File: src/rtl/fwd_pkg.sv
package fwd_pkg;
    typedef enum logic [1:0] {MS_IDLE, MS_SEND, MS_HELD, MS_WAIT} mside_e;
    typedef enum logic [1:0] {RS_EMPTY, RS_SEND, RS_HELD} rside_e;
    localparam int NPORT  = 2;
    localparam int PORT_I = 0;
    localparam int PORT_D = 1;
endpackage

File: src/rtl/fwd_req_path.sv
module fwd_req_path
    import fwd_pkg::*;
#(
    parameter int PW = 8
) (
    input  logic          clk,
    input  logic          rst_n,
    input  logic          take,
    input  logic [PW-1:0] take_pkt,
    input  logic          mem_acc,
    input  logic          mem_retry,
    input  logic          mem_rsp_vld,
    output logic [PW-1:0] pkt_q,
    output logic          mem_vld,
    output logic          idle,
    output logic          rsp_take
);
    mside_e st_q, st_d;

    always_ff @(posedge clk) begin
        if (!rst_n) st_q <= MS_IDLE;
        else        st_q <= st_d;
    end

    always_ff @(posedge clk) begin
        if (!rst_n)    pkt_q <= '0;
        else if (take) pkt_q <= take_pkt;
    end

    always_comb begin
        st_d     = st_q;
        mem_vld  = 1'b0;
        idle     = 1'b0;
        rsp_take = 1'b0;
        unique case (st_q)
            MS_IDLE: begin
                idle = 1'b1;
                if (take) st_d = MS_SEND;
            end
            MS_SEND: begin
                mem_vld = 1'b1;
                st_d    = mem_acc ? MS_WAIT : MS_HELD;
            end
            MS_HELD: begin
                if (mem_retry) st_d = MS_SEND;
            end
            MS_WAIT: begin
                if (mem_rsp_vld) begin
                    rsp_take = 1'b1;
                    st_d     = MS_IDLE;
                end
            end
            default: st_d = MS_IDLE;
        endcase
    end

    AST_ONE_OUTSTANDING: assert property (@(posedge clk) disable iff (!rst_n)
        (st_q != MS_IDLE) |-> !take);
    AST_HELD_QUIET: assert property (@(posedge clk) disable iff (!rst_n)
        (mem_vld && !mem_acc && !mem_retry) |=> !mem_vld);
    AST_HELD_SAME: assert property (@(posedge clk) disable iff (!rst_n)
        (mem_vld && !mem_acc) |=> $stable(pkt_q));
    AST_RSP_WHEN_WAITING: assert property (@(posedge clk) disable iff (!rst_n)
        mem_rsp_vld |-> (st_q == MS_WAIT));
endmodule

File: src/rtl/fwd_port_side.sv
module fwd_port_side
    import fwd_pkg::*;
#(
    parameter int AW = 16,
    parameter int DW = 32
) (
    input  logic          clk,
    input  logic          rst_n,
    input  logic          refused,
    input  logic          retry_ok,
    input  logic          load,
    input  logic [AW-1:0] load_addr,
    input  logic          load_wr,
    input  logic [DW-1:0] load_data,
    input  logic          rsp_acc,
    input  logic          rsp_retry,
    output logic          retry_req,
    output logic          rsp_vld,
    output logic [AW-1:0] rsp_addr,
    output logic          rsp_wr,
    output logic [DW-1:0] rsp_data,
    output logic          holding
);
    rside_e st_q, st_d;
    logic   need_q;

    always_ff @(posedge clk) begin
        if (!rst_n) begin
            st_q   <= RS_EMPTY;
            need_q <= 1'b0;
        end else begin
            st_q <= st_d;
            if (refused)        need_q <= 1'b1;
            else if (retry_req) need_q <= 1'b0;
        end
    end

    always_ff @(posedge clk) begin
        if (!rst_n) begin
            rsp_addr <= '0;
            rsp_wr   <= 1'b0;
            rsp_data <= '0;
        end else if (load && st_q == RS_EMPTY) begin
            rsp_addr <= load_addr;
            rsp_wr   <= load_wr;
            rsp_data <= load_data;
        end
    end

    always_comb begin
        st_d      = st_q;
        rsp_vld   = 1'b0;
        holding   = 1'b1;
        retry_req = need_q && retry_ok;
        unique case (st_q)
            RS_EMPTY: begin
                holding = 1'b0;
                if (load) st_d = RS_SEND;
            end
            RS_SEND: begin
                rsp_vld = 1'b1;
                st_d    = rsp_acc ? RS_EMPTY : RS_HELD;
            end
            RS_HELD: begin
                if (rsp_retry) st_d = RS_SEND;
            end
            default: st_d = RS_EMPTY;
        endcase
    end

    AST_RETRY_SINGLE: assert property (@(posedge clk) disable iff (!rst_n)
        retry_req |=> !retry_req);
    AST_RETRY_ONLY_EMPTY: assert property (@(posedge clk) disable iff (!rst_n)
        retry_req |-> (st_q == RS_EMPTY));
    AST_RSP_HELD_QUIET: assert property (@(posedge clk) disable iff (!rst_n)
        (rsp_vld && !rsp_acc && !rsp_retry) |=> !rsp_vld);
    AST_RSP_HELD_SAME: assert property (@(posedge clk) disable iff (!rst_n)
        (rsp_vld && !rsp_acc) |=> $stable(rsp_data) && $stable(rsp_addr));
    AST_NO_LOAD_WHILE_FULL: assert property (@(posedge clk) disable iff (!rst_n)
        load |-> !holding);
endmodule

File: src/rtl/fwd_dual_blocking.sv
module fwd_dual_blocking
    import fwd_pkg::*;
#(
    parameter int AW = 16,
    parameter int DW = 32,
    parameter int SW = 2
) (
    input  logic          clk,
    input  logic          rst_n,
    input  logic          ip_req_vld,
    input  logic [AW-1:0] ip_req_addr,
    input  logic          ip_req_wr,
    input  logic [SW-1:0] ip_req_size,
    input  logic [DW-1:0] ip_req_wdata,
    input  logic          ip_req_fetch,
    output logic          ip_req_acc,
    output logic          ip_retry_req,
    output logic          ip_rsp_vld,
    output logic [AW-1:0] ip_rsp_addr,
    output logic          ip_rsp_wr,
    output logic [DW-1:0] ip_rsp_rdata,
    input  logic          ip_rsp_acc,
    input  logic          ip_rsp_retry,
    input  logic          dp_req_vld,
    input  logic [AW-1:0] dp_req_addr,
    input  logic          dp_req_wr,
    input  logic [SW-1:0] dp_req_size,
    input  logic [DW-1:0] dp_req_wdata,
    input  logic          dp_req_fetch,
    output logic          dp_req_acc,
    output logic          dp_retry_req,
    output logic          dp_rsp_vld,
    output logic [AW-1:0] dp_rsp_addr,
    output logic          dp_rsp_wr,
    output logic [DW-1:0] dp_rsp_rdata,
    input  logic          dp_rsp_acc,
    input  logic          dp_rsp_retry,
    output logic          mem_req_vld,
    output logic [AW-1:0] mem_req_addr,
    output logic          mem_req_wr,
    output logic [SW-1:0] mem_req_size,
    output logic [DW-1:0] mem_req_wdata,
    output logic          mem_req_fetch,
    input  logic          mem_req_acc,
    input  logic          mem_retry,
    input  logic          mem_rsp_vld,
    input  logic [DW-1:0] mem_rsp_rdata
);
    localparam int AO = DW;
    localparam int SO = DW + AW;
    localparam int WO = DW + AW + SW;
    localparam int FO = WO + 1;
    localparam int PW = FO + 1;

    logic [PW-1:0]    ip_pkt, dp_pkt, take_pkt, pkt_q;
    logic             path_idle, rsp_take, can_take, take;
    logic [NPORT-1:0] refused, load, holding, retry, rsp_vld, rsp_acc, rsp_retry, rsp_wr;
    logic [AW-1:0]    rsp_addr [NPORT];
    logic [DW-1:0]    rsp_data [NPORT];

    assign ip_pkt = {ip_req_fetch, ip_req_wr, ip_req_size, ip_req_addr, ip_req_wdata};
    assign dp_pkt = {dp_req_fetch, dp_req_wr, dp_req_size, dp_req_addr, dp_req_wdata};

    assign can_take   = path_idle && (holding == '0);
    assign ip_req_acc = ip_req_vld && can_take;
    assign dp_req_acc = dp_req_vld && can_take && !ip_req_vld;
    assign take       = ip_req_acc || dp_req_acc;
    assign take_pkt   = ip_req_acc ? ip_pkt : dp_pkt;

    assign refused[PORT_I] = ip_req_vld && !ip_req_acc;
    assign refused[PORT_D] = dp_req_vld && !dp_req_acc;
    assign load[PORT_I]    = rsp_take && pkt_q[FO];
    assign load[PORT_D]    = rsp_take && !pkt_q[FO];

    assign rsp_acc   = {dp_rsp_acc, ip_rsp_acc};
    assign rsp_retry = {dp_rsp_retry, ip_rsp_retry};

    fwd_req_path #(.PW(PW)) u_path (
        .clk        (clk),
        .rst_n      (rst_n),
        .take       (take),
        .take_pkt   (take_pkt),
        .mem_acc    (mem_req_acc),
        .mem_retry  (mem_retry),
        .mem_rsp_vld(mem_rsp_vld),
        .pkt_q      (pkt_q),
        .mem_vld    (mem_req_vld),
        .idle       (path_idle),
        .rsp_take   (rsp_take)
    );

    for (genvar p = 0; p < NPORT; p++) begin : g_port
        fwd_port_side #(.AW(AW), .DW(DW)) u_side (
            .clk      (clk),
            .rst_n    (rst_n),
            .refused  (refused[p]),
            .retry_ok (can_take && !take),
            .load     (load[p]),
            .load_addr(pkt_q[AO +: AW]),
            .load_wr  (pkt_q[WO]),
            .load_data(mem_rsp_rdata),
            .rsp_acc  (rsp_acc[p]),
            .rsp_retry(rsp_retry[p]),
            .retry_req(retry[p]),
            .rsp_vld  (rsp_vld[p]),
            .rsp_addr (rsp_addr[p]),
            .rsp_wr   (rsp_wr[p]),
            .rsp_data (rsp_data[p]),
            .holding  (holding[p])
        );
    end

    assign mem_req_wdata = pkt_q[DW-1:0];
    assign mem_req_addr  = pkt_q[AO +: AW];
    assign mem_req_size  = pkt_q[SO +: SW];
    assign mem_req_wr    = pkt_q[WO];
    assign mem_req_fetch = pkt_q[FO];

    assign ip_retry_req = retry[PORT_I];
    assign ip_rsp_vld   = rsp_vld[PORT_I];
    assign ip_rsp_addr  = rsp_addr[PORT_I];
    assign ip_rsp_wr    = rsp_wr[PORT_I];
    assign ip_rsp_rdata = rsp_data[PORT_I];
    assign dp_retry_req = retry[PORT_D];
    assign dp_rsp_vld   = rsp_vld[PORT_D];
    assign dp_rsp_addr  = rsp_addr[PORT_D];
    assign dp_rsp_wr    = rsp_wr[PORT_D];
    assign dp_rsp_rdata = rsp_data[PORT_D];

    AST_SINGLE_HOLDER: assert property (@(posedge clk) disable iff (!rst_n)
        $onehot0(holding));
    AST_INST_FIRST: assert property (@(posedge clk) disable iff (!rst_n)
        dp_req_acc |-> !ip_req_vld);
    AST_NO_MEM_WHILE_HOLDING: assert property (@(posedge clk) disable iff (!rst_n)
        mem_req_vld |-> (holding == '0));
endmodule

File: config.mk
export PLATFORM = sky130hd
export DESIGN_NAME = fwd_dual_blocking
export DESIGN_NICKNAME = d
export VERILOG_FILES = /design/src/rtl/fwd_pkg.sv /design/src/rtl/fwd_req_path.sv /design/src/rtl/fwd_port_side.sv /design/src/rtl/fwd_dual_blocking.sv
export SDC_FILE = /design/constraint.sdc
export NUM_CORES = 1
export LEC_CHECK = 0
export ABC_AREA = 1
export BUFFER_PORTS_ARGS = -buffer_cell sky130_fd_sc_hd__buf_2
export CAP_MARGIN = 20
export CORE_UTILIZATION = 46
export CTS_CLUSTER_SIZE = 24
export DETAILED_ROUTE_END_ITERATION = 12
export PLACE_DENSITY = 0.8
export REMOVE_ABC_BUFFERS = 1
export SLEW_MARGIN = 25
export SYNTH_ARGS = -nofsm -noshare
export SYNTH_HDL_FRONTEND = slang
export SYNTH_SLANG_ARGS = --single-unit
File: constraint.sdc
create_clock -name clk -period 1.52 [get_ports clk]
set_input_delay 0.304 -clock clk [delete_from_list [all_inputs] [get_ports clk]]
set_output_delay 0.304 -clock clk [all_outputs]
set_load 0.02 [all_outputs]
======== After elaboration in Yosys (flattened, before gate mapping) ========
Cells that the tools add are included.
operators by class
  equality and inequality tests ........... 14
  muxes and demuxes ....................... 26
  reduce and logical (&&, ||, !) cells .... 28
operators with widths
  operator            count
  $mux 52             1
  $mux 2              9
  $logic_and 1x1->1   13
  $mux 1              13
  $pmux 2 s3          2
  $ne 2x2->1 const B  5
  $eq 2x2->1 const B  4
  $logic_not 2->1     4
  $pmux 2 s4          1
  $eq 2x1->1 const B  3
  $logic_not 1->1     5
  $ne 2x1->1 const B  2
  $reduce_and 2->1    2
  $reduce_bool 2->1   2
  $reduce_and 3->1    1
  $logic_or 1x1->1    1
storage, ports and cells
  bits in registers ....................... 158
  input port bits ......................... 147
  output and inout port bits .............. 157
  word-level logic and storage cells ...... 80

======== Longest topological paths before layout ========
Gate-level depths: netlist of the first run.
  depth after elaboration ................. 12
  depth in mapped cells ................... 9
  depth with buffers taken out ............ 9

======== Modules after synthesis ========
From an unflattened synthesis of the first run, not the netlist that was laid out.
second synthesis, totals
  cell total of the unflattened synthesis .. 1123
  area total of the unflattened synthesis .. 7504.7 um^2
by module, submodules not included
  module             times used  cells an instance  area an instance (um^2)  seq. area each (um^2)
  fwd_port_side      2           341                2284.7                   1041.0
  fwd_req_path       1           246                1935.6                   1081.0
  fwd_dual_blocking  1           195                999.7                    0.0

======== Worst setup path before layout of the first run ========
No wires, ideal clock.
  path type ............................... reg2out
  start ................................... reg g_port[1].u_side.st_q[0]
  end ..................................... out dp_retry_req
  arrival time ............................ 1.168 ns
  data required time ...................... 1.216 ns
  setup slack ............................. 0.048 ns
  stages on the path, launching flop included .. 7
  path buffers ............................ 0
  cells stage by stage .................... dfxtp_1 > nor2_2 > inv_1 > nor2_2 > o21ai_2 > nand2_1 > nor2_1
between the ends
  cells in the longest elaborated chain, start to end .. 10
  elaborated cells between the ends (all ways) .. 11
  those cells by class .................... mux (1); reduce/logical (10)
RTL lines
  item                             RTL line                 source
  start: declaration               fwd_port_side.sv:24      rside_e st_q, st_d;
  start signal: assignment         fwd_port_side.sv:32      st_q <= st_d;
  $logic_not 2->1 (*)              fwd_port_side.sv:55      unique case (st_q)
  $mux 1 (*)                       fwd_port_side.sv:55
  $logic_not 2->1 (*)              fwd_dual_blocking.sv:64  assign can_take = path_idle && (holding == '0);
  $logic_and 1x1->1 (*)            fwd_dual_blocking.sv:64
  $logic_and 1x1->1 (2 in series)  fwd_dual_blocking.sv:66  assign dp_req_acc = dp_req_vld && can_take && !ip_req_vld;
  $logic_or 1x1->1                 fwd_dual_blocking.sv:67  assign take = ip_req_acc || dp_req_acc;
  $logic_not 1->1                  fwd_dual_blocking.sv:97  .retry_ok (can_take && !take),
  $logic_and 1x1->1 (*)            fwd_dual_blocking.sv:97
  $logic_and 1x1->1 (*)            fwd_port_side.sv:54      retry_req = need_q && retry_ok;
  end: declaration                 fwd_dual_blocking.sv:31  output logic dp_retry_req,
Every way passes the cells marked *; elsewhere a longest branch is shown, timed or not.

======== Final worst setup path of the first run ========
  start ................................... reg u_path.st_q[1]
  end ..................................... reg g_port[0].u_side.rsp_data[20]
between the ends
  cells in the longest elaborated chain, start to end .. 4
RTL lines
  item                      RTL line                 source
  start: declaration        fwd_req_path.sv:18       mside_e st_q, st_d;
  start signal: assignment  fwd_req_path.sv:22       else st_q <= st_d;
  $eq 2x2->1                fwd_req_path.sv:35       unique case (st_q)
  $mux 1                    fwd_req_path.sv:35
  $logic_and 1x1->1         fwd_dual_blocking.sv:72  assign load[PORT_I] = rsp_take && pkt_q[FO];
  $logic_and 1x1->1         fwd_port_side.sv:43      end else if (load && st_q == RS_EMPTY) begin
  end signal: assignment    fwd_port_side.sv:46      rsp_data <= load_data;
  end: declaration          fwd_port_side.sv:21      output logic [DW-1:0] rsp_data,
No other way between the ends.
A chain may end at the register's enable or synchronous reset.

==> results of run 1 <==
==> final timing paths <==
kind,to,slack (ps),depth (start not counted)
min,g_port[0].u_side.st_q[1],140,4
max reg2reg,g_port[0].u_side.rsp_data[20],-360,11
max,g_port[0].u_side.rsp_data[20],-360,11
min reg2reg,u_path.pkt_q[29],460,2
==> registers in the layout, indices dropped and copies added, names as in the netlist <==
| name | flops |
|---|---|
| u_path.pkt_q | 52 |
| g_port.u_side.need_q | 2 |
| g_port.u_side.st_q | 4 |
| g_port.u_side.rsp_data | 64 |
| u_path.st_q | 2 |
| g_port.u_side.rsp_wr | 2 |
| g_port.u_side.rsp_addr | 32 |
==> power groups by stage <==
stage | registers (uW) | clock network [uW] | logic, uW
2_1_floorplan | 5940 | 0 | 2070
3_3_place_gp | 5280 | 0 | 4670
3_5_place_dp | 5290 | 0 | 4720
4_1_cts | 5240 | 4160 | 6170
5_1_grt | 5400 | 4390 | 8520
6_report | 5340 | 4190 | 8140
==> critical path: cells and delay by family (launching register included) <==
kind / cells / cell delay (ps)
buffers and inverters: 7 / 850
AOI/OAI and AO/OA: 1 / 180
DFF: 1 / 370
and+or+nand+nor: 3 / 360
==> timing repair <==
action,4_1_cts,5_1_grt
buffers inserted,24,22
resized for setup,103,276
cloned,21,18
pin swaps,20,75
endpoints found under the setup margin,93,157
==> logic make-up after synthesis <==
| group | count (synthesis) | synth area share |
|---|---|---|
| buf+inv | 75 | 0.0571 |
| flops | 158 | 0.508 |
| simple gates | 489 | 0.304 |
| compound gates | 160 | 0.130 |
==> per-stage QoR <==
step           instance area (um^2)  utilization  worst slack, ps
5_1_grt                       10900        0.823             -436
3_5_place_dp                   8040        0.607            -48.7
4_1_cts                        9700        0.733             -305
3_3_place_gp                   8040        0.607            -1.79
2_1_floorplan                  5940            -             -868
6_report                      10900        0.823             -358
==> cells in the mapped netlist (2+ instances only) <==
cell type  instances  area (um^2)
a21oi_1           55          275
a31oi_1            2         12.5
buf_2             14         70.1
buf_4              7         52.6
buf_6              4         45.0
clkbuf_1          31          116
dfxtp_1          158         3160
inv_1             13         48.8
inv_2              5         18.8
nand2_1          267         1000
nand3_1            4         20.0
nor2_1           206          773
nor2_2             3         18.8
nor2_4             2         22.5
o21ai_0           62          310
o21ai_1           38          190
==> per-layer routing <==
metal  wire length [um]  GRT usage
met2              14600      0.628
met1               9670      0.351
met3               2240     0.0734
met4               1700      0.147
met5                  0          0
==> final cells by class <==
type | count | area, um^2 | area share
multi-input cells | 649 | 3460 | 0.317
repair buffers | 406 | 3310 | 0.304
flip-flops and latches | 158 | 3170 | 0.291
clock buffers | 21 | 470 | 0.0432
well taps | 176 | 220 | 0.0202
inverters | 18 | 118 | 0.0108
clock inverters | 11 | 108 | 0.00988
repair inverters | 2 | 32.5 | 0.00299
==> summary.md, run 1 <==
| Metric | Value |
|---|---|
| Status | `complete, but fails checks` |
| Violated checks | `setup timing` |
| Initial Util | `0.470` |
| Hold Worst Slack | `142 ps` |
| Hold Buf Count CTS | `0` |
| Seq cells post-synth | `between 150 and 200` |
| Max stage delay on crit path | `~370 ps` |
| Worst slew margin | `0.594` |
| Critical Path Start | `u_path.st_q[1]` |
| Max Slew Vio Count | `0` |
| First-pass GRT wire length | `around 36 mm` |
| Routed vias | `7,896` |
| Final min period | `approximately 1900 ps` |
| Placer Congestion | `about 0.83` |
| Filler instances | `between 700 and 800` |
| Grt total ovfl | `0` |
| Slew @ Worst Pin | `between 600 and 700 ps` |
| Number of synthesized flops with an enable pin | `0` |
| CP max FO | `7` |
| Ys async rst share | `0` |
| Hold Crit Start | `ip_rsp_acc` |
| LEAKAGE | `0.00536 uW` |
| Commonest non-fill, non-tap cell in the layout | `buf_2` |
| Final setup violation count | `157` |
| RSZ-0062 raised after global routing | `yes` |
| Die area | `about 14,000 um^2` |
| Slowest CP cell | `dfxtp_4` |
| Synthesized instance count | `882` |
| Cell Rows | `42` |
| Final WS setup | `-358 ps` |
| Total of warnings raised by yosys | `0` |
| Max Buffers Root-to-Sink | `2` |
| Chip Width | `about 120 um` |
| Worst Clk Skew | `between 10 and 15 ps` |
| Hold Fails Final Rpt | `0` |
| Worst hold path class | `primary input to flop` |
| Critical Path Start Type | `flop` |
| Drt pass-1 iters | `7` |
| Ant. Diodes | `0` |
| Layout cell share with drive strength beyond 1 | `0.500` |
| Fmax | `0.532 GHz` |
| Seq pwr share | `0.302` |
| Nets | `~1,400` |
| Die Ht | `roughly 120 um` |
| Largest net degree at the start of global routing | `46` |
| Clock transition at path regs | `roughly 70 ps` |
| Crit Path Category | `flop to flop` |
| Final WL | `between 20 and 30 mm` |
| Req. time, crit path | `around 1800 ps` |
| Half-perimeter wire length after placement | `between 10 and 15 mm` |
| Period utilization | `1.24` |
| DR vias/cell | `~5.5` |
| IR drop worst, VDD | `approximately 1100 uV` |
| Initial antenna violation count | `0` |
| Max-cap violations | `0` |
| R2r startpoint | `u_path.st_q[1]` |
| Buffers added on ports | `between 300 and 400` |
| Register area share after synthesis | `0.508` |
| CP endpoint kind | `flop` |
| Pint | `about 11,000 uW` |
| Clock root buffer | `clkbuf_16` |
| Ports | `~300` |
| Most frequent cells in the layout | `297 x buf_2, 255 x nand2_1, 152 x dfxtp_1` |
| PwrDens | `about 1600 nW/um^2` |
| Syn Area/Cell | `7.06 um^2` |
| Mean routed wirelength per cell | `approximately 20 um` |
| Placed Instances | `between 1,000 and 1,500` |
| Dominant synthesized flop cell | `dfxtp_1` |
| GRT Overall Usage | `0.333` |
| Switching Share | `0.384` |
| Fin cells | `1,441` |
| Comb power frac | `0.461` |
| DRC errors left | `0` |
| Vias in the first global route | `between 7,000 and 8,000` |
| Initial DRC Count | `between 700 and 800` |
| Crit path arrival time | `roughly 2200 ps` |
| P&R area growth vs syn | `75.0%` |
| CP cell instances | `buf_6 -> buf_6 -> inv_4 -> nor3_4 -> buf_4 -> buf_6 -> nand3_4 -> buf_12 -> buf_12 -> o21ai_2 -> nor2_1` |
| Clock tree sinks | `158` |
| Most used cell, CP | `buf_6` |
| Final TNS setup | `-30,260 ps` |
| Sw Pwr | `around 6800 uW` |
| Core ar. | `around 13,000 um^2` |
| Power, Total | `roughly 18,000 uW` |
| Mapped Area | `~6200 um^2` |
| Htree depth | `4` |
| CTS tree | `built` |
| Clk_lat worst skew | `about 430 ps` |
| Post-synthesis cell type count | `27` |
| Post-route ant nets | `0` |
| Clock power share | `0.237` |
| TritonCTS Buffers | `17` |
(Power assumes the default switching activity.)
==> run 2, diff against run 1 <==
Settings changed: CORE_MARGIN set to 10, CORE_UTILIZATION 46 to 49, HOLD_SLACK_MARGIN set to 0.05, PLACE_DENSITY 0.8 to 0.81, SYNTH_HIERARCHICAL set to 1.
==> summary.md, run 2 <==
| Metric | Value |
|---|---|
| Seq pwr share | `0.292 (-0.010)` |
| Commonest cells in the netlist | `217 x nand2_1, 215 x nor2_1, 158 x dfxtp_1` |
| DR vias/cell | `5.38 (-1.9%)` |
| Power, Total | `18,600 uW (+5.4%)` |
| Ports | `304 (unchanged)` |
| End of the worst hold path | `g_port[1].u_side/st_q[1]` |
| Cell Rows | `45 (+7.1%)` |
| Worst slew margin | `0.754 (+0.160)` |
| Sw Pwr | `7400 uW (+9.0%)` |
| Max Buffers Root-to-Sink | `2 (unchanged)` |
| Clock root buffer | `clkbuf_16` |
| Fin cells | `1,637 (+14%)` |
| Worst hold path class | `primary input to flop` |
| Reg2reg end | `u_path/pkt_q[16]` |
| Slew @ Worst Pin | `369 ps (-240 ps)` |
| DRC errors left | `0 (unchanged)` |
| Most frequent cells in the layout | `295 x buf_2, 213 x nand2_1, 155 x nor2_1` |
| Routed vias | `8,799 (+11%)` |
| Nets | `1,583 (+13%)` |
| Buffers added on ports | `303 (unchanged)` |
| Area leader, netlist | `dfxtp_1` |
| Final min period | `1840 ps (-39.4 ps)` |
| Placer Congestion | `0.833 (-0.14%)` |
| Clock tree sinks | `158 (unchanged)` |
| Post-Place Setup Slack | `-46.2 ps (+2.54 ps)` |
| Ys async rst share | `0 (unchanged)` |
| TritonCTS Buffers | `17 (unchanged)` |
| Chip Width | `144 um (+21%)` |
| Violated checks | `setup timing` |
| Syn Area/Cell | `6.68 um^2 (-5.3%)` |
| Core ar. | `15,100 um^2 (+14%)` |
| Die Ht | `144 um (+21%)` |
| Reg2Reg Setup Slack | `-250 ps (+110 ps)` |
| PwrDens | `1670 nW/um^2 (+2.7%)` |
| Hold Buf Count CTS | `0 (unchanged)` |
| R2r startpoint | `g_port[1].u_side/st_q[0]` |
| Hold Fails Final Rpt | `0 (unchanged)` |
| Post-synthesis cell type count | `22 (-19%)` |
| Seq cells post-synth | `158 (unchanged)` |
| Top reg by flops | `g_port.u_side/rsp_data` |
| Initial DRC Count | `617 (-18%)` |
| Largest cells by area after synthesis | `dfxtp_1 42%, nand2_1 11%, nor2_1 11%` |
| Largest net degree at the start of global routing | `66 (+43%)` |
| CP max FO | `4 (-3)` |
| Critical Path Start Type | `flop` |
| Max-cap violations | `0 (unchanged)` |
| Placed Instances | `1,558 (+17%)` |
| Half-perimeter wire length after placement | `17.9 mm (+35%)` |
| IR drop worst, VDD | `1210 uV (+7.4%)` |
| Initial Util | `0.497 (+0.0273)` |
| Number of synthesized flops with an enable pin | `0 (unchanged)` |
| P&R area growth vs syn | `49.0%` |
| Period utilization | `1.21 (-0.0259)` |
| Max Slew Vio Count | `0 (unchanged)` |
| Final setup violation count | `58 (-63%)` |
| Clock power share | `0.245 (+0.008)` |
| Worst Clk Skew | `19.8 ps (+8.71 ps)` |
| Sequential Area | `3170 um^2 (-0.12%)` |
| Drt pass-1 iters | `7 (unchanged)` |
| Status | `complete, but fails checks` |
| Post-route ant nets | `0 (unchanged)` |
| Cell Area, Placed | `9180 um^2 (+14%)` |
| Req. time, crit path | `1220 ps (-620 ps)` |
| Final WS setup | `-319 ps (+39.4 ps)` |
| First-pass GRT wire length | `40.4 mm (+12%)` |
| Comb power frac | `0.463 (+0.002)` |
| Layout cell share with drive strength beyond 1 | `0.362 (-0.138)` |
| Mapped Area | `7500 um^2 (+21%)` |
| Commonest non-fill, non-tap cell in the layout | `buf_2` |
| CP endpoint kind | `output pin` |
| Hold Crit Start | `dp_rsp_acc` |
| Filler instances | `1,136 (+43%)` |
| Switching Share | `0.397 (+0.0131)` |
| Final instance area | `11,200 um^2 (+2.7%)` |
| Grt total ovfl | `0 (unchanged)` |
| Htree depth | `4 (unchanged)` |
| LEAKAGE | `0.00572 uW (+6.7%)` |
| RSZ-0062 raised after global routing | `yes` |
| Most numerous cell in the Yosys netlist | `nand2_1` |
| Final WL | `30.4 mm (+7.7%)` |
| Crit path arrival time | `1530 ps (-670 ps)` |
| Synthesized instance count | `1,123 (+27%)` |
| Mean routed wirelength per cell | `18.6 um (-5.2%)` |
| Largest regs | `g_port.u_side/rsp_data (64), u_path/pkt_q (52), g_port.u_side/rsp_addr (32)` |
| GRT Overall Usage | `0.245 (-0.0883)` |
| Fmax | `0.544 GHz (+2.1%)` |
| Die area | `20,700 um^2 (+48%)` |
| Clk_lat worst skew | `430 ps (about the same)` |
| Area of the multi-input gates | `3820 um^2 (+11%)` |
| Critical Path Start | `g_port[1].u_side/st_q[0]` |
| Dominant synthesized flop cell | `dfxtp_1` |
| Crit Path Category | `flop to output pin` |
| CTS tree | `built` |
| Clock transition at path regs | `60 ps (about the same)` |
| R2R depth | `11 (unchanged)` |
| Total of warnings raised by yosys | `6 (+6)` |
| Yosys top cell area share | `0.421 (-0.0867)` |
| Pint | `11,200 uW (+3.2%)` |
| Max reg flops | `64 (unchanged)` |
| Vias in the first global route | `7,952 (+14%)` |
| WHS Path Cells | `4 (unchanged)` |
| Initial antenna violation count | `0 (unchanged)` |
| Ant. Diodes | `0 (unchanged)` |
| Register area share after synthesis | `0.421 (-0.0867)` |
[run 2: area by class of cell]
type / count / share of cell area
Timing Repair Buffer: 387 / 0.255
Tap cell: 188 / 0.0210
Inverter: 118 / 0.0412
Clock buffer: 19 / 0.0396
Multi-Input combinational cell: 753 / 0.342
Timing Repair inverter: 1 / 0.00101
Sequential cell: 158 / 0.283
Clock inverter: 13 / 0.0167
[run 2: layer usage]
| metal | up-vias | track usage | share of wire |
|---|---|---|---|
| met5 | - | 0 | 0 |
| met2 | 481 | 0.414 | 0.49 |
| met4 | 0 | 0.0946 | 0.032 |
| met1 | 4039 | 0.276 | 0.37 |
| li1 | 4214 | - | - |
| met3 | 65 | 0.0861 | 0.11 |
[run 2: worst max-delay path by stage]
stage / end / depth (start not counted) / slack [ps]
after CTS: dp_req_acc / 6 / -320
after floorplan: u_path/st_q[0] / 10 / -3600
after global placement: dp_req_acc / 6 / 40
after global routing: ip_retry_req / 8 / -410
final: ip_retry_req / 8 / -320
after detailed placement: u_path/pkt_q[41] / 8 / -50
[run 2: through the flow]
| stage | util | hold slack, ps | TNS [ps] |
|---|---|---|---|
| detailed placement | 0.608 | 462 | -72.3 |
| global route | 0.741 | 176 | -19930 |
| floorplan | - | 408 | -365180 |
| global placement | 0.608 | 455 | 0 |
| CTS | 0.685 | 151 | -10300 |
| finish | 0.741 | 163 | -12430 |
[run 2: worst max-delay path, stage by stage, from the launching register on]
cell     delay (ps)
dfxtp_2         330
nor2_4          120
inv_2            50
nor2_4          150
nand4_1         130
inv_2           100
nand2_2          60
inv_2            50
buf_6           110
[run 2: cell families after synthesis]
family	share of synthesized area
simple gates	0.337
buf+inv	0.135
compound gates	0.107
flops	0.421
[run 2: power by group through the flow]
stage	logic [uW]	registers (uW)	clock network [uW]
2_1_floorplan	2040	5880	0
3_3_place_gp	5550	5430	0
3_5_place_dp	5640	5440	0
4_1_cts	7280	5380	4580
5_1_grt	9190	5510	4770
6_report	8620	5440	4560
[run 2: repair_timing]
action | in CTS | in global routing
pin swaps | 20 | 31
buffers inserted | 21 | 10
endpoints found under the setup margin | 59 | 147
cloned | 9 | 19
gates resized for setup | 50 | 169
